**src/rtl/i2cmon_pkg.sv**
```systemverilog
package i2cmon_pkg;

  typedef enum logic [3:0] {
    EV_START   = 4'd0,
    EV_RESTART = 4'd1,
    EV_STOP    = 4'd2,
    EV_ACK     = 4'd3,
    EV_NACK    = 4'd4,
    EV_ADDR_RD = 4'd6,
    EV_ADDR_WR = 4'd7,
    EV_DATA_RD = 4'd8,
    EV_DATA_WR = 4'd9
  } evt_code_t;

  typedef enum logic [1:0] {
    PH_IDLE = 2'd0,
    PH_ADDR = 2'd1,
    PH_ACK  = 2'd2,
    PH_DATA = 2'd3
  } phase_t;

  // Append one sampled bit below the bits already collected (MSB first on the wire).
  function automatic logic [7:0] shift_in(input logic [7:0] acc, input logic bit_v);
    return {acc[6:0], bit_v};
  endfunction

  // Address as reported: direction bit dropped.
  function automatic logic [7:0] addr_field(input logic [7:0] b);
    return {1'b0, b[7:1]};
  endfunction

  // Event code for a completed byte.
  function automatic evt_code_t byte_code(input logic is_addr, input logic rd);
    if (is_addr) return rd ? EV_ADDR_RD : EV_ADDR_WR;
    return rd ? EV_DATA_RD : EV_DATA_WR;
  endfunction

  function automatic evt_code_t ack_code(input logic sda_level);
    return sda_level ? EV_NACK : EV_ACK;
  endfunction

endpackage

```
**src/rtl/i2cmon_sync.sv**
```systemverilog
module i2cmon_sync #(
  parameter int STAGES = 2
) (
  input  logic clk,
  input  logic rst,
  input  logic scl_in,
  input  logic sda_in,
  output logic sda_lvl,
  output logic scl_rise,
  output logic start_seen,
  output logic stop_seen
);
  logic [STAGES-1:0] scl_pipe;
  logic [STAGES-1:0] sda_pipe;
  logic scl_prev, sda_prev;
  logic scl_cur, sda_cur;

  always_ff @(posedge clk) begin
    if (rst) begin
      scl_pipe <= '1;
      sda_pipe <= '1;
      scl_prev <= 1'b1;
      sda_prev <= 1'b1;
    end else begin
      scl_pipe[0] <= scl_in;
      sda_pipe[0] <= sda_in;
      for (int i = 1; i < STAGES; i++) begin
        scl_pipe[i] <= scl_pipe[i-1];
        sda_pipe[i] <= sda_pipe[i-1];
      end
      scl_prev <= scl_cur;
      sda_prev <= sda_cur;
    end
  end

  assign scl_cur    = scl_pipe[STAGES-1];
  assign sda_cur    = sda_pipe[STAGES-1];
  assign sda_lvl    = sda_cur;
  assign scl_rise   = scl_cur & ~scl_prev;
  // Conditions need the clock line high in both samples, so they never coincide with a rise.
  assign start_seen = scl_prev & scl_cur & sda_prev & ~sda_cur;
  assign stop_seen  = scl_prev & scl_cur & ~sda_prev & sda_cur;

endmodule

```
**src/rtl/i2cmon_decoder.sv**
```systemverilog
module i2cmon_decoder
  import i2cmon_pkg::*;
(
  input  logic      clk,
  input  logic      rst,
  input  logic      sda_lvl,
  input  logic      scl_rise,
  input  logic      start_seen,
  input  logic      stop_seen,
  output logic      start_ok,
  output logic      stop_ok,
  output logic      bit_taken,
  output logic      evt_valid,
  output evt_code_t evt_type,
  output logic [7:0] evt_data
);
  phase_t     phase_q;
  logic [7:0] acc_q;
  logic [2:0] idx_q;
  logic       rd_q;
  logic       rep_q;
  logic [7:0] acc_nxt;
  logic       ack_taken;

  assign start_ok  = start_seen && (phase_q == PH_IDLE || phase_q == PH_DATA);
  assign stop_ok   = stop_seen && (phase_q == PH_DATA);
  assign bit_taken = scl_rise && (phase_q == PH_ADDR || phase_q == PH_DATA);
  assign ack_taken = scl_rise && (phase_q == PH_ACK);
  assign acc_nxt   = shift_in(acc_q, sda_lvl);

  always_ff @(posedge clk) begin
    if (rst) begin
      phase_q   <= PH_IDLE;
      acc_q     <= '0;
      idx_q     <= '0;
      rd_q      <= 1'b0;
      rep_q     <= 1'b0;
      evt_valid <= 1'b0;
      evt_type  <= EV_START;
      evt_data  <= '0;
    end else begin
      evt_valid <= 1'b0;
      if (start_ok) begin
        evt_valid <= 1'b1;
        evt_type  <= rep_q ? EV_RESTART : EV_START;
        evt_data  <= '0;
        rep_q     <= 1'b1;
        phase_q   <= PH_ADDR;
        acc_q     <= '0;
        idx_q     <= '0;
      end else if (stop_ok) begin
        evt_valid <= 1'b1;
        evt_type  <= EV_STOP;
        evt_data  <= '0;
        rep_q     <= 1'b0;
        rd_q      <= 1'b0;
        phase_q   <= PH_IDLE;
        acc_q     <= '0;
        idx_q     <= '0;
      end else if (bit_taken) begin
        if (idx_q == 3'd7) begin
          evt_valid <= 1'b1;
          if (phase_q == PH_ADDR) begin
            rd_q     <= acc_nxt[0];
            evt_type <= byte_code(1'b1, acc_nxt[0]);
            evt_data <= addr_field(acc_nxt);
          end else begin
            evt_type <= byte_code(1'b0, rd_q);
            evt_data <= acc_nxt;
          end
          phase_q <= PH_ACK;
          acc_q   <= '0;
          idx_q   <= '0;
        end else begin
          acc_q <= acc_nxt;
          idx_q <= idx_q + 3'd1;
        end
      end else if (ack_taken) begin
        evt_valid <= 1'b1;
        evt_type  <= ack_code(sda_lvl);
        evt_data  <= '0;
        phase_q   <= PH_DATA;
      end
    end
  end

  AST_IDLE_QUIET: assert property (@(posedge clk) disable iff (rst)
    (phase_q == PH_IDLE && !start_seen) |=> !evt_valid);

  AST_COND_PAYLOAD_ZERO: assert property (@(posedge clk) disable iff (rst)
    (evt_valid && evt_type inside {EV_START, EV_RESTART, EV_STOP, EV_ACK, EV_NACK}) |-> (evt_data == 8'd0));

  AST_BYTE_THEN_ACK: assert property (@(posedge clk) disable iff (rst)
    (evt_valid && evt_type inside {EV_ADDR_RD, EV_ADDR_WR, EV_DATA_RD, EV_DATA_WR}) |-> (phase_q == PH_ACK));

  AST_START_TO_ADDR: assert property (@(posedge clk) disable iff (rst)
    start_ok |=> (phase_q == PH_ADDR && evt_valid));

  AST_ADDR_IGNORES_COND: assert property (@(posedge clk) disable iff (rst)
    ((phase_q == PH_ADDR || phase_q == PH_ACK) && (start_seen || stop_seen)) |=> !(evt_valid && evt_type inside {EV_START, EV_RESTART, EV_STOP}));

endmodule

```
**src/rtl/i2cmon_meter.sv**
```systemverilog
module i2cmon_meter #(
  parameter int BIT_CNT_W = 16,
  parameter int CYC_CNT_W = 32
) (
  input  logic                 clk,
  input  logic                 rst,
  input  logic                 start_ok,
  input  logic                 stop_ok,
  input  logic                 bit_taken,
  output logic                 xfer_done,
  output logic [BIT_CNT_W-1:0] xfer_bits,
  output logic [CYC_CNT_W-1:0] xfer_cycles
);
  localparam logic [CYC_CNT_W-1:0] CYC_MAX = '1;

  logic [BIT_CNT_W-1:0] bits_q;
  logic [CYC_CNT_W-1:0] cyc_q;
  logic                 active_q;

  function automatic logic [BIT_CNT_W-1:0] bits_inc(input logic [BIT_CNT_W-1:0] v);
    return (v == '1) ? v : v + 1'b1;
  endfunction

  function automatic logic [CYC_CNT_W-1:0] cyc_inc(input logic [CYC_CNT_W-1:0] v);
    return (v == CYC_MAX) ? v : v + 1'b1;
  endfunction

  always_ff @(posedge clk) begin
    if (rst) begin
      bits_q      <= '0;
      cyc_q       <= '0;
      active_q    <= 1'b0;
      xfer_done   <= 1'b0;
      xfer_bits   <= '0;
      xfer_cycles <= '0;
    end else begin
      xfer_done <= 1'b0;
      if (start_ok) begin
        bits_q   <= '0;
        cyc_q    <= {{(CYC_CNT_W-1){1'b0}}, 1'b1};
        active_q <= 1'b1;
      end else if (stop_ok) begin
        xfer_done   <= 1'b1;
        xfer_bits   <= bits_q;
        xfer_cycles <= cyc_inc(cyc_q);
        active_q    <= 1'b0;
      end else if (active_q) begin
        cyc_q <= cyc_inc(cyc_q);
        if (bit_taken) bits_q <= bits_inc(bits_q);
      end
    end
  end

  AST_CYC_SATURATES: assert property (@(posedge clk) disable iff (rst)
    (active_q && cyc_q == CYC_MAX && !start_ok) |=> (cyc_q == CYC_MAX));

  AST_BITS_CLEAR_AT_START: assert property (@(posedge clk) disable iff (rst)
    start_ok |=> (bits_q == '0));

endmodule

```
**src/rtl/i2c_passive_monitor.sv**
```systemverilog
module i2c_passive_monitor
  import i2cmon_pkg::*;
#(
  parameter int SYNC_STAGES = 2,
  parameter int BIT_CNT_W   = 16,
  parameter int CYC_CNT_W   = 32
) (
  input  logic                 clk,
  input  logic                 rst,
  input  logic                 scl_in,
  input  logic                 sda_in,
  output logic                 evt_valid,
  output logic [3:0]           evt_type,
  output logic [7:0]           evt_data,
  output logic                 xfer_done,
  output logic [BIT_CNT_W-1:0] xfer_bits,
  output logic [CYC_CNT_W-1:0] xfer_cycles
);
  logic      sda_lvl, scl_rise, start_seen, stop_seen;
  logic      start_ok, stop_ok, bit_taken;
  evt_code_t evt_code;

  i2cmon_sync #(.STAGES(SYNC_STAGES)) u_sync (
    .clk(clk), .rst(rst), .scl_in(scl_in), .sda_in(sda_in),
    .sda_lvl(sda_lvl), .scl_rise(scl_rise),
    .start_seen(start_seen), .stop_seen(stop_seen)
  );

  i2cmon_decoder u_dec (
    .clk(clk), .rst(rst), .sda_lvl(sda_lvl), .scl_rise(scl_rise),
    .start_seen(start_seen), .stop_seen(stop_seen),
    .start_ok(start_ok), .stop_ok(stop_ok), .bit_taken(bit_taken),
    .evt_valid(evt_valid), .evt_type(evt_code), .evt_data(evt_data)
  );

  i2cmon_meter #(.BIT_CNT_W(BIT_CNT_W), .CYC_CNT_W(CYC_CNT_W)) u_meter (
    .clk(clk), .rst(rst), .start_ok(start_ok), .stop_ok(stop_ok),
    .bit_taken(bit_taken), .xfer_done(xfer_done),
    .xfer_bits(xfer_bits), .xfer_cycles(xfer_cycles)
  );

  assign evt_type = evt_code;

  AST_DONE_WITH_STOP: assert property (@(posedge clk) disable iff (rst)
    xfer_done |-> (evt_valid && evt_type == 4'd2));

  AST_RESET_QUIET: assert property (@(posedge clk) disable iff (rst)
    $past(rst) |-> (!evt_valid && !xfer_done));

endmodule

```
**config.mk**
```make
export PLATFORM = sky130hd
export DESIGN_NAME = i2c_passive_monitor
export DESIGN_NICKNAME = d
export VERILOG_FILES = /design/src/rtl/i2cmon_pkg.sv /design/src/rtl/i2cmon_sync.sv /design/src/rtl/i2cmon_decoder.sv /design/src/rtl/i2cmon_meter.sv /design/src/rtl/i2c_passive_monitor.sv
export SDC_FILE = /design/constraint.sdc
export NUM_CORES = 1
export LEC_CHECK = 0
export ABC_AREA = 1
export BUFFER_PORTS_ARGS = -buffer_cell sky130_fd_sc_hd__buf_2
export CELL_PAD_IN_SITES_DETAIL_PLACEMENT = 1
export CELL_PAD_IN_SITES_GLOBAL_PLACEMENT = 1
export CORE_UTILIZATION = 45
export CTS_CLUSTER_SIZE = 12
export DETAILED_ROUTE_END_ITERATION = 10
export PLACE_DENSITY = 0.94
export SLEW_MARGIN = 20
export SYNTH_ARGS = -nofsm -noshare
export SYNTH_HDL_FRONTEND = slang
export SYNTH_HIERARCHICAL = 1
export SYNTH_SLANG_ARGS = --single-unit
```
**constraint.sdc**
```tcl
create_clock -name clk -period 3.75 [get_ports clk]
set_input_delay 0.5625 -clock clk [delete_from_list [all_inputs] [get_ports clk]]
set_output_delay 0.5625 -clock clk [all_outputs]
set_load 0.05 [all_outputs]
```
**After elaboration in Yosys (flattened, before gate mapping)**

Cells that the tools add are included.

- Add/sub/neg operators: 3
- Eq/ne operators: 9
- Multiplexer cells: 45
- Bitwise logic cells: 12
- Reductions and logical operators: 23

Operator list:

| operator | number |
|---|---|
| adder 32 x 1 -> 32 bit (second input constant) | 1 |
| equality test 32 bit (second input constant) | 1 |
| 2-to-1 mux 32 bit | 1 |
| 2-to-1 mux 8 bit | 4 |
| 2-to-1 mux 4 bit | 7 |
| 2-to-1 mux 1 bit | 27 |
| adder 16 x 1 -> 16 bit (second input constant) | 1 |
| equality test 16 bit (second input constant) | 1 |
| nonzero test 2 bit | 6 |
| AND reduction 2 bit | 5 |
| AND reduction 4 bit | 2 |
| 2-to-1 mux 7 bit | 1 |
| bitwise AND 1 bit | 6 |
| 2-to-1 mux 2 bit | 3 |
| 2-to-1 mux 3 bit | 2 |
| inverter 1 bit | 6 |
| equality test 2 bit (second input constant) | 2 |
| logical AND 1 bit | 4 |
| != test 4 x 3 -> 1 bit (second input constant) | 1 |
| nonzero test 4 bit | 1 |
| adder 3 x 1 -> 3 bit (second input constant) | 1 |
| equality test 3 bit (second input constant) | 1 |
| OR reduction 3 bit | 1 |
| equality test 2 x 1 -> 1 bit (second input constant) | 1 |
| other kinds (5) | 6 |

- Bits in registers: 130
- Bits of input ports: 4
- Logic and storage cells: 111

**Logic depth before layout (Yosys ltp)**

Gate-level depths: netlist of run 1.

- Word-level depth: 13
- Gate-level depth with buffers: 13
- Gate-level depth less buffers: 13

**Hierarchy**

Netlist of run 1, hierarchy kept.

Modules (own cells, without submodules):

| module | times used | cells an instance | area each (µm²) |
|---|---|---|---|
| i2cmon_meter | 1 | 792 | 5036.1 |
| i2cmon_decoder | 1 | 185 | 1390.1 |
| i2cmon_sync | 1 | 22 | 190.2 |

**Worst setup path before layout of run 1**

No wires, ideal clock.

- Path type: register to register
- Start point: register u_dec.phase_q[0]
- End point: register u_meter.xfer_cycles[17]
- Library setup time: 0.109 ns
- Data arrival time: 1.812 ns
- Data required time: 3.641 ns
- Slack: 1.830 ns
- Cell stages (with the launch flop): 11
- Buffers on the path: 2
- Path through: dfxtp_1 > inv_1 > ha_1 > nand2_1 > inv_1 > nor2_1 > buf_2 > buf_1 > nand4_1 > nand2_1 > inv_1

- Longest elaborated chain between the ends: 5
- Elaborated cells on any way between the ends: 7

RTL lines:

| element | line | source |
|---|---|---|
| start, declared | i2cmon_decoder.sv:17 | `phase_t phase_q;` |
| start signal, assigned | i2cmon_decoder.sv:33 | `phase_q <= PH_IDLE;` |
| start signal, assigned | i2cmon_decoder.sv:48 | `phase_q <= PH_ADDR;` |
| start signal, assigned | i2cmon_decoder.sv:57 | `phase_q <= PH_IDLE;` |
| equality test 2 bit or logical NOT 2 bit (tied branches) | i2cmon_decoder.sv:25 | `assign start_ok = start_seen && (phase_q == PH_IDLE \|\| phase_q == PH_DATA);` |
| logical OR 1 bit * | i2cmon_decoder.sv:25 |  |
| logical AND 1 bit * | i2cmon_decoder.sv:25 |  |
| via start_ok | i2c_passive_monitor.sv:20 | `logic start_ok, stop_ok, bit_taken;` |
| inverter 1 bit (no source line) * | n/a |  |
| AND reduction 2 bit (no source line) * | n/a |  |
| end signal, assigned | i2cmon_meter.sv:45 | `xfer_cycles <= cyc_inc(cyc_q);` |
| end, declared | i2cmon_meter.sv:12 | `output logic [CYC_CNT_W-1:0] xfer_cycles` |

Mark *: on every way through the listed nets, which the timed path passes. The rest lies on a longest branch.
A chain may end at the register's enable or synchronous reset.

**Final worst setup path of run 1**

- Start point: register u_dec.phase_q[1]
- End point: register u_meter.cyc_q[0]

- Elaborated cells on any way between the ends: 9

RTL lines:

| element | line | source |
|---|---|---|
| equality test 2 bit | i2cmon_decoder.sv:26 | `assign stop_ok = stop_seen && (phase_q == PH_DATA);` |
| logical AND 1 bit | i2cmon_decoder.sv:26 |  |
| via stop_ok | i2c_passive_monitor.sv:20 |  |
| != test 2 bit (no source line) | n/a |  |
| AND reduction 2 bit (no source line) | n/a |  |
| end signal, assigned | i2cmon_meter.sv:40 | `cyc_q <= {{(CYC_CNT_W-1){1'b0}}, 1'b1};` |
| end signal, assigned | i2cmon_meter.sv:48 | `cyc_q <= cyc_inc(cyc_q);` |
| end, declared | i2cmon_meter.sv:17 | `logic [CYC_CNT_W-1:0] cyc_q;` |

The timed path passes the listed nets, and every way through them passes these cells.

==> results of run 1 <==
-- power by group through the flow --
stage,clock [uW],combinational (uW),sequential (uW)
2_1_floorplan,0,111,1470
4_1_cts,1570,155,1450
6_report,1540,157,1450
5_1_grt,1620,173,1450
3_5_place_dp,0,150,1480
3_3_place_gp,0,143,1470
-- metrics by stage --
stage	utilization, %	setup slack, ns	power [uW]	std cells	hold slack, ns
2_1_floorplan	-	1.83	1580	999	0.383
3_3_place_gp	49.7	1.27	1620	1212	0.394
3_5_place_dp	49.7	1.08	1630	1212	0.411
4_1_cts	53.6	0.994	3170	1244	0.302
5_1_grt	53.6	0.862	3250	1244	0.330
6_report	53.6	1.05	3150	1244	0.319
-- placed cells by master (no fill, tap or decap), types with 5 or more instances in the layout --
cell type and count:
nor2_1 188, o21ai_0 51, o21ai_1 22, nand2_4 6
nand2_1 227, inv_1 115, nor2_2 5, xnor2_1 5
buf_4 6, nand3_1 70, ha_1 8, nand4_1 26
a211oi_2 6, clkbuf_16 17, inv_2 7, nand3_2 7
a21oi_1 63, dfxtp_1 131, buf_2 65
-- registers in the layout, summed over array words and instances, names as in the netlist --
register             flops
u_dec/acc_q              7
u_dec/evt_data           8
u_dec/evt_type           4
u_dec/evt_valid          1
u_dec/idx_q              3
u_dec/phase_q            2
u_dec/rd_q               1
u_dec/rep_q              1
u_meter/active_q         1
u_meter/bits_q          16
u_meter/cyc_q           32
u_meter/xfer_bits       16
u_meter/xfer_cycles     32
u_meter/xfer_done        1
u_sync/scl_pipe          2
u_sync/scl_prev          1
u_sync/sda_pipe          2
u_sync/sda_prev          1
-- logic make-up (layout without fill, tap and decap cells) --
family,count (synthesis),in the layout,synth area share (%)
AND/OR/NAND/NOR,544,544,35.6
buffers and inverters,163,228,10.5
AO/OA/AOI/OAI,145,145,11.7
flip-flops,131,131,39.6
adder cells (fa/ha/maj),8,8,1.51
XOR/XNOR,8,8,1.06
-- area by class of cell --
| cell class | instances | area share [%] |
|---|---|---|
| Inverter | 125 | 6.26 |
| Sequential cell | 131 | 34.7 |
| Tap cell | 180 | 2.98 |
| Timing Repair Buffer | 71 | 4.90 |
| Clock buffer | 21 | 6.23 |
| Clock inverter | 11 | 1.06 |
| Multi-Input combinational cell | 705 | 43.8 |
-- metal layers --
metal / global-route usage, % / vias up / part of all wire [%]
li1: - / 3271 / -
met5: 0 / - / 0
met3: 5.63 / 48 / 3.5
met1: 32.5 / 3258 / 42
met2: 51.4 / 143 / 51
met4: 12.5 / 0 / 2.7
-- path summary, 6_finish.rpt --
check / start / endpoint / slack (ns) / cells past startpoint
hold reg to reg: u_sync/scl_pipe[0]$_SDFF_PP1_ / u_sync/scl_pipe[1]$_SDFF_PP1_ / 0.42 / 1
hold / removal: scl_in / u_sync/scl_pipe[0]$_SDFF_PP1_ / 0.32 / 2
setup reg to reg: u_dec/phase_q[1]$_SDFFE_PP0P_ / u_meter/cyc_q[0]$_SDFFE_PP0P_ / 1.05 / 11
setup / recovery: u_dec/phase_q[1]$_SDFFE_PP0P_ / u_meter/cyc_q[0]$_SDFFE_PP0P_ / 1.05 / 11
-- Yosys cell counts, types with 2 or more instances --
cell	count	share of area, %
nand2_4	6	1.0
buf_1	4	0.23
a211oi_2	6	1.1
nand3_2	7	1.1
ha_1	8	1.5
xnor2_1	5	0.66
inv_1	115	6.5
dfxtp_1	131	40
xor2_1	3	0.40
o21ai_1	23	1.7
nand2_1	227	13
nand2_2	4	0.38
nor2_2	5	0.47
nand4_1	26	2.5
clkbuf_1	19	1.1
nand3_1	70	5.3
a21oi_1	63	4.8
o21ai_0	51	3.9
inv_2	7	0.40
or2_1	4	0.38
nor2_1	189	11
buf_2	5	0.38
nor3_1	2	0.15
buf_4	2	0.23
buf_6	7	1.2
nor2_4	2	0.34
-- critical path: cells and delay by family (launching register included) --
kind / cells / cell delay (ns)
adders and majority gates: 1 / 0.36
DFF: 1 / 0.40
buffers and inverters: 5 / 1.10
and+or+nand+nor: 5 / 0.71
==> qor.yml, run 1 <==
status:
  outcome: "finished clean"
floorplan:
  die_y_um: 123
  die-area_sq_um: 15200
  ios: 66
  coreArea_sq_um: 14100
  num_rows: 43
  die_w_um: 123
  initial_utilization_pct: 46.9
final_layout:
  final_area_sq_um: 7550
  final_net_count: 1063
  nFillCells: 1918
  diodes: 0
  final_layout_size_suffix_gt1_share_pct: 13.6
  seqCellArea_sq_um: 2620
  syn_to_final_growth_pct: 14.2
  multi_input_area_sq_um: 3310
detailed_routing:
  routed_via_density: 5.40
  vias: 6720
  ant_nets: 0
  routed_wl_mm: 20.5
  drtIter0Drc: 470
  wl_per_cell_um: 16.5
  drc: 0
  drt_pass1_iterations: 5
logic_synthesis:
  avgSynthCellArea_sq_um: 6.62
  ys_types: 34
  ys_ff_latch: 131
  syn_inst: 999
  ys_seq_area_share_pct: 39.6
  netlist_area_sq_um: 6620
  synthArstFlopShare_pct: 0
  synth_edf_count: 0
  ys.warnings.count: 6
  syn-num-nets: 1011
  synth_ff_type: "dfxtp_1"
sta:
  finalSetupViolations: 0
  slew_headroom_pct: 30.0
  hold_violations: 0
  fin_skew_ns: 0.0147
  tns_ns: 0
  fmax_mhz: 370
  rsz0062_at_grt: "no"
  tightest_slew_ns: 1.05
  min_period_ns: 2.70
  drv_slew: 0
  fin_crit_sh_pct: 72.0
worst_setup_path:
  worst_ep_arrival_time_ns: 3.02
  cpPeakStageDelay_ns: 0.49
  slowest_stage: "inv_1"
  startpoint_type: "flop"
  cp.required_ns: 4.07
  path_class: "flop to flop"
  end_kind: "flop"
  crit_chain: "ha_1, nand2_4, inv_1, inv_2, nand2_1, buf_4, inv_1, nor2_1, nand2_1, nand3_1, inv_2"
  crit_path_max_fanout: 42
clocking:
  cts_tree: "built"
  cts_root_buf: "clkbuf_16"
  insertion_delay_ns: 0.43
  clkTransAtPathRegs_ns: 0.06
  hold_buffers: 0
  ctsLongestPathBuffers: 2
  numClockSinks: 131
  cts_buffers: 17
  post-cts-setup-buffers: 0
  cts_resized: 0
  h-tree-depth: 4
grt:
  grt_pass1_wl_mm: 33.7
  grt_max_degree: 68
  grt_usage_pct: 28.6
  grt_pass1_vias: 6899
  grt-ovfl-total: 0
  antenna_found_initial: 0
pwr:
  pwr-share-seq_pct: 46.0
  power_switching_uw: 788
  leakage_uw: 0.00348
  ir_drop_mv: 0.398
  clockPowerShare_pct: 49.0
  powerDensity_nw_per_um2: 417
  netSwitchingFraction_pct: 25.0
  combPwrFrac_pct: 5.0
  cellInternalPower_uw: 2360
placement:
  postPlaceCellArea_sq_um: 7000
  dp_hpwl_mm: 13.7
  port-buffer-count: 65
  gp_congestion: 0.909
job:
  maxCapViolations: 0
min_path:
  worst_hold_path_type: "input pin to flop"
Power figures use the tool's default switching activity.
==> run 2: changes to the inputs <==
--- a/config.mk
+++ b/config.mk
@@ -9,10 +9,10 @@
 export BUFFER_PORTS_ARGS = -buffer_cell sky130_fd_sc_hd__buf_2
 export CELL_PAD_IN_SITES_DETAIL_PLACEMENT = 1
 export CELL_PAD_IN_SITES_GLOBAL_PLACEMENT = 1
-export CORE_UTILIZATION = 45
+export CORE_UTILIZATION = 38
 export CTS_CLUSTER_SIZE = 12
 export DETAILED_ROUTE_END_ITERATION = 10
-export PLACE_DENSITY = 0.94
+export PLACE_DENSITY = 0.86
 export SLEW_MARGIN = 20
 export SYNTH_ARGS = -nofsm -noshare
 export SYNTH_HDL_FRONTEND = slang
==> constraint.sdc (replaced) <==
create_clock -name clk -period 2.45 [get_ports clk]
set_input_delay 0.3675 -clock clk [delete_from_list [all_inputs] [get_ports clk]]
set_output_delay 0.3675 -clock clk [all_outputs]
set_load 0.05 [all_outputs]
==> run 2 against run 1 <==
- critical path depth stayed put
- routed wire length is 4.6% lower
- hold slack lost 0.20 ns
- via count decreased by 2.3%
- largest power group unchanged
- highest routed layer unchanged
==> qor.yml, run 2 (synthesis results as in run 1) <==
sta:
  tns_ns: 0
  min_period_ns: 2.15
  fin_crit_sh_pct: 87.8
  fmax_mhz: 465
  fin_skew_ns: 0.00484
  drv_slew: 0
  tightest_slew_ns: 0.740
  slew_headroom_pct: 50.6
  rsz0062_at_grt: "no"
  hold_violations: 0
  finalSetupViolations: 0
status:
  outcome: "finished clean"
worst_setup_path:
  crit_path_max_fanout: 19
  reg2reg_depth: 11
  cp-startpoint: "u_dec/phase_q[0]$_SDFFE_PP0P_"
  startpoint_type: "flop"
  cp.required_ns: 2.77
  critical_path_buf_inv_count: 2
  r2r_slack_ns: 0.30
  slowest_stage: "dfxtp_1"
  r2r-start: "u_dec/phase_q[0]$_SDFFE_PP0P_"
  crit_cells: 11
  worst_ep_arrival_time_ns: 2.47
  crit_family: "simple AND/OR/NAND/NOR gates"
  crit_chain: "ha_1, nand2_4, inv_1, inv_2, nand2_1, nor2_1, nand2_2, nand2_4, nand3_1, nand2_1, nor2_1"
  path_class: "flop to flop"
  end_kind: "flop"
  cpPeakStageDelay_ns: 0.34
clocking:
  ctsLongestPathBuffers: 2
  numClockSinks: 131
  clkTransAtPathRegs_ns: 0.06
  h-tree-depth: 4
  post-cts-setup-buffers: 0
  cts_tree: "built"
  cts_buffers: 17
  hold_buffers: 0
  insertion_delay_ns: 0.43
  cts_resized: 0
  cts_root_buf: "clkbuf_16"
final_layout:
  syn_to_final_growth_pct: 17.3
  nFillCells: 2254
  diodes: 0
  final_net_count: 1077
  final_common_cell: "nand2_1"
  final_cell_mix: "nand2_1, nor2_1, dfxtp_1, inv_1, nand3_1"
  fin_util_pct: 46.1
  final_layout_size_suffix_gt1_share_pct: 14.7
  reg_top3: "u_meter/cyc_q: 32 flops, u_meter/xfer_cycles: 32 flops"
floorplan:
  die_w_um: 134
  initial_utilization_pct: 39.3
  die_y_um: 134
  die-area_sq_um: 17900
  coreArea_sq_um: 16800
  num_rows: 47
  ios: 66
grt:
  grt_usage_pct: 23.0
  grt_pass1_vias: 6874
  grt-ovfl-total: 0
  grt_pass1_wl_mm: 32.9
  grt_max_degree: 45
  antenna_found_initial: 0
detailed_routing:
  routed_via_density: 5.06
  wl_per_cell_um: 15.1
  ant_nets: 0
  drtIter0Drc: 313
  vias: 6568
  drc: 0
  drt_pass1_iterations: 4
  routed_wl_mm: 19.5
min_path:
  hold_path.startpoint: "scl_in"
  holdPathStages: 2
  worst_hold_path_type: "input pin to flop"
placement:
  port-buffer-count: 65
  dp_hpwl_mm: 13.7
  gp_congestion: 0.876
pwr:
  leakage_uw: 0.00358
  ir_drop_mv: 0.532
  powerDensity_nw_per_um2: 656
job:
  maxCapViolations: 0
==> run 2: changes by cell type in the layout (fill, tap and decap cells not counted), sizes merged <==
cell and change:
clkinvlp -2, clkbuf -4, bufinv +3, clkinv +1
buf +14, inv +2
==> run 2: path summary, 6_finish.rpt <==
path                                     to
min reg2reg   u_sync/sda_pipe[1]$_SDFF_PP1_
max          u_meter/bits_q[5]$_SDFFE_PP0P_
max reg2reg  u_meter/bits_q[5]$_SDFFE_PP0P_
min           u_sync/scl_pipe[0]$_SDFF_PP1_
==> run 2: final cells by class <==
class	count	area, sq um	share of cell area (%)
Clock buffer	17	425	5.48
Clock inverter	15	181	2.34
Inverter	125	473	6.09
Multi-Input combinational cell	705	3310	42.6
Sequential cell	131	2620	33.8
Tap cell	220	275	3.55
Timing Repair Buffer	85	475	6.13
==> run 2: power breakdown <==
part / switching [uW] / leakage [uW] / internal, uW / total, uW
clock network: 1030 / 0.000294 / 1610 / 2640
registers: 39.8 / 0.00106 / 2170 / 2210
logic: 172 / 0.00222 / 74.4 / 246
total: 1240 / 0.00358 / 3850 / 5090
==> run 2: metal layers <==
metal	GRT usage (%)	vias to the layer above	part of all wire [%]
met5	0	-	0
met4	8.65	0	1.9
met3	5.03	31	3.7
met2	41.5	113	51
met1	26.2	3132	43
li1	-	3292	-
==> run 2: stage by stage <==
| step | hold WS [ns] | instances | worst slack (ns) | power [uW] | instance area, sq um |
|---|---|---|---|---|---|
| final | 0.117 | 1298 | 0.299 | 5090 | 7760 |
| after global routing | 0.125 | 1298 | 0.136 | 5260 | 7760 |
| after CTS | 0.107 | 1298 | 0.328 | 5150 | 7760 |
| after floorplan | 0.383 | 999 | 0.530 | 2420 | 6620 |
| after detailed placement | 0.396 | 1266 | 0.393 | 2500 | 7150 |
| after global placement | 0.388 | 1266 | 0.453 | 2490 | 7150 |
==> run 3: changes to the inputs <==
--- a/config.mk
+++ b/config.mk
@@ -7,7 +7,7 @@
 export LEC_CHECK = 0
 export ABC_AREA = 1
 export BUFFER_PORTS_ARGS = -buffer_cell sky130_fd_sc_hd__buf_2
-export CELL_PAD_IN_SITES_DETAIL_PLACEMENT = 1
+export CELL_PAD_IN_SITES_DETAIL_PLACEMENT = 0
 export CELL_PAD_IN_SITES_GLOBAL_PLACEMENT = 1
 export CORE_UTILIZATION = 38
 export CTS_CLUSTER_SIZE = 12
==> run 3 against run 2 <==
- sequential share of layout area about the same
- cell area is essentially flat
- non-clock buffer count did not move
- critical endpoint unchanged
- largest power group unchanged
- highest routed layer unchanged
==> qor.yml, run 3 (synthesis results as in run 1) <==
grt:
  grt_max_degree: 45
  grt_usage_pct: 19.6
  grt_pass1_wl_mm: 28.1
  grt-ovfl-total: 0
  antenna_found_initial: 0
  grt_pass1_vias: 5954
final_layout:
  reg_top3: "u_meter/cyc_q: 32 flops, u_meter/xfer_cycles: 32 flops"
  final_layout_size_suffix_gt1_share_pct: 14.6
  syn_to_final_growth_pct: 17.2
  final_common_cell: "nand2_1"
  final_area_sq_um: 7750
  final_cell_mix: "nand2_1, nor2_1, dfxtp_1, inv_1, nand3_1"
  nFillCells: 1828
  final_net_count: 1077
  multi_input_area_sq_um: 3310
  seqCellArea_sq_um: 2620
  diodes: 0
worst_setup_path:
  startpoint_type: "flop"
  cpPeakStageDelay_ns: 0.34
  crit_chain: "ha_1, nand2_4, inv_1, inv_2, nand2_1, nor2_1, nand2_2, nand2_4, nand3_1, nand2_1, nor2_1"
  path_class: "flop to flop"
  end_kind: "flop"
  worst_ep_arrival_time_ns: 2.31
  slowest_stage: "dfxtp_1"
  crit_path_max_fanout: 19
  cp.required_ns: 2.77
clocking:
  h-tree-depth: 4
  cts_resized: 0
  insertion_delay_ns: 0.42
  cts_root_buf: "clkbuf_16"
  post-cts-setup-buffers: 0
  ctsLongestPathBuffers: 2
  hold_buffers: 0
  clkTransAtPathRegs_ns: 0.06
  numClockSinks: 131
  cts_tree: "built"
  cts_buffers: 17
sta:
  rsz0062_at_grt: "no"
  slew_headroom_pct: 51.3
  fin_crit_sh_pct: 81.4
  tns_ns: 0
  finalSetupViolations: 0
  fin_skew_ns: 0.0127
  hold_violations: 0
  fmax_mhz: 501
  finalWorstSetupSlack_ns: 0.455
  min_period_ns: 2.00
  tightest_slew_ns: 0.730
  drv_slew: 0
detailed_routing:
  wl_per_cell_um: 12.8
  routed_wl_mm: 16.6
  routed_via_density: 4.82
  drc: 0
  drt_pass1_iterations: 6
  drtIter0Drc: 479
  ant_nets: 0
  vias: 6249
job:
  maxCapViolations: 0
placement:
  gp_congestion: 0.876
  dp_hpwl_mm: 12.0
  pre_cts_ws_ns: 0.454
  port-buffer-count: 65
  postPlaceCellArea_sq_um: 7150
pwr:
  ir_drop_mv: 0.484
  powerDensity_nw_per_um2: 649
  leakage_uw: 0.00357
status:
  outcome: "finished clean"
floorplan:
  die_w_um: 134
  coreArea_sq_um: 16800
  num_rows: 47
  die_y_um: 134
  ios: 66
  die-area_sq_um: 17900
  initial_utilization_pct: 39.3
min_path:
  worst_hold_path_type: "input pin to flop"
==> run 3: cell count changes in the layout (fill, tap and decap cells not counted), sizes merged <==
cell,previous run,this run
clkinvlp,2,4
clkinv,9,5
inv,126,125
clkbuf,17,19
==> run 3: path summary, 6_finish.rpt <==
check	start	end	slack, ns	cells past startpoint
setup / recovery	u_dec/phase_q[0]$_SDFFE_PP0P_	u_meter/bits_q[5]$_SDFFE_PP0P_	0.45	11
hold / removal	sda_in	u_sync/sda_pipe[0]$_SDFF_PP1_	0.13	2
setup reg to reg	u_dec/phase_q[0]$_SDFFE_PP0P_	u_meter/bits_q[5]$_SDFFE_PP0P_	0.45	11
hold reg to reg	u_sync/scl_pipe[0]$_SDFF_PP1_	u_sync/scl_pipe[1]$_SDFF_PP1_	0.40	1
==> run 3: area by class of cell <==
type                    instances  share of cell area (%)
multi-input cells             705                    42.7
clock buffers                  19                    5.71
well taps                     220                    3.55
repair buffers                 85                    6.13
flip-flops and latches        131                    33.8
clock inverters                12                    2.02
inverters                     125                    6.10
==> run 3: layer usage <==
metal,wire length [um],part of all wire [%],GRT usage [%]
met2,7850,47,33.5
met4,282,1.7,7.13
met5,0,0,0
met1,7900,47,23.9
met3,616,3.7,4.31
==> run 3: through the flow <==
stage / std cells / utilization (%) / total power [uW] / hold WS (ns)
floorplan: 999 / - / 2420 / 0.383
global placement: 1266 / 42.5 / 2490 / 0.388
detailed placement: 1266 / 42.5 / 2490 / 0.390
CTS: 1297 / 46.1 / 5090 / 0.110
global route: 1297 / 46.1 / 5200 / 0.137
finish: 1297 / 46.1 / 5030 / 0.126
==> run 3: worst max-delay path: cells and delay by family (launching register included) <==
kind	cells	cell delay [ns]
fa+ha+maj	1	0.31
buf+inv	2	0.14
flops	1	0.34
simple gates	8	1.11
==> run 3: report_power, final <==
group / internal [uW] / total, uW / switching, uW
combinational: 74.5 / 236 / 161
clock: 1620 / 2590 / 962
sequential: 2170 / 2210 / 38.0
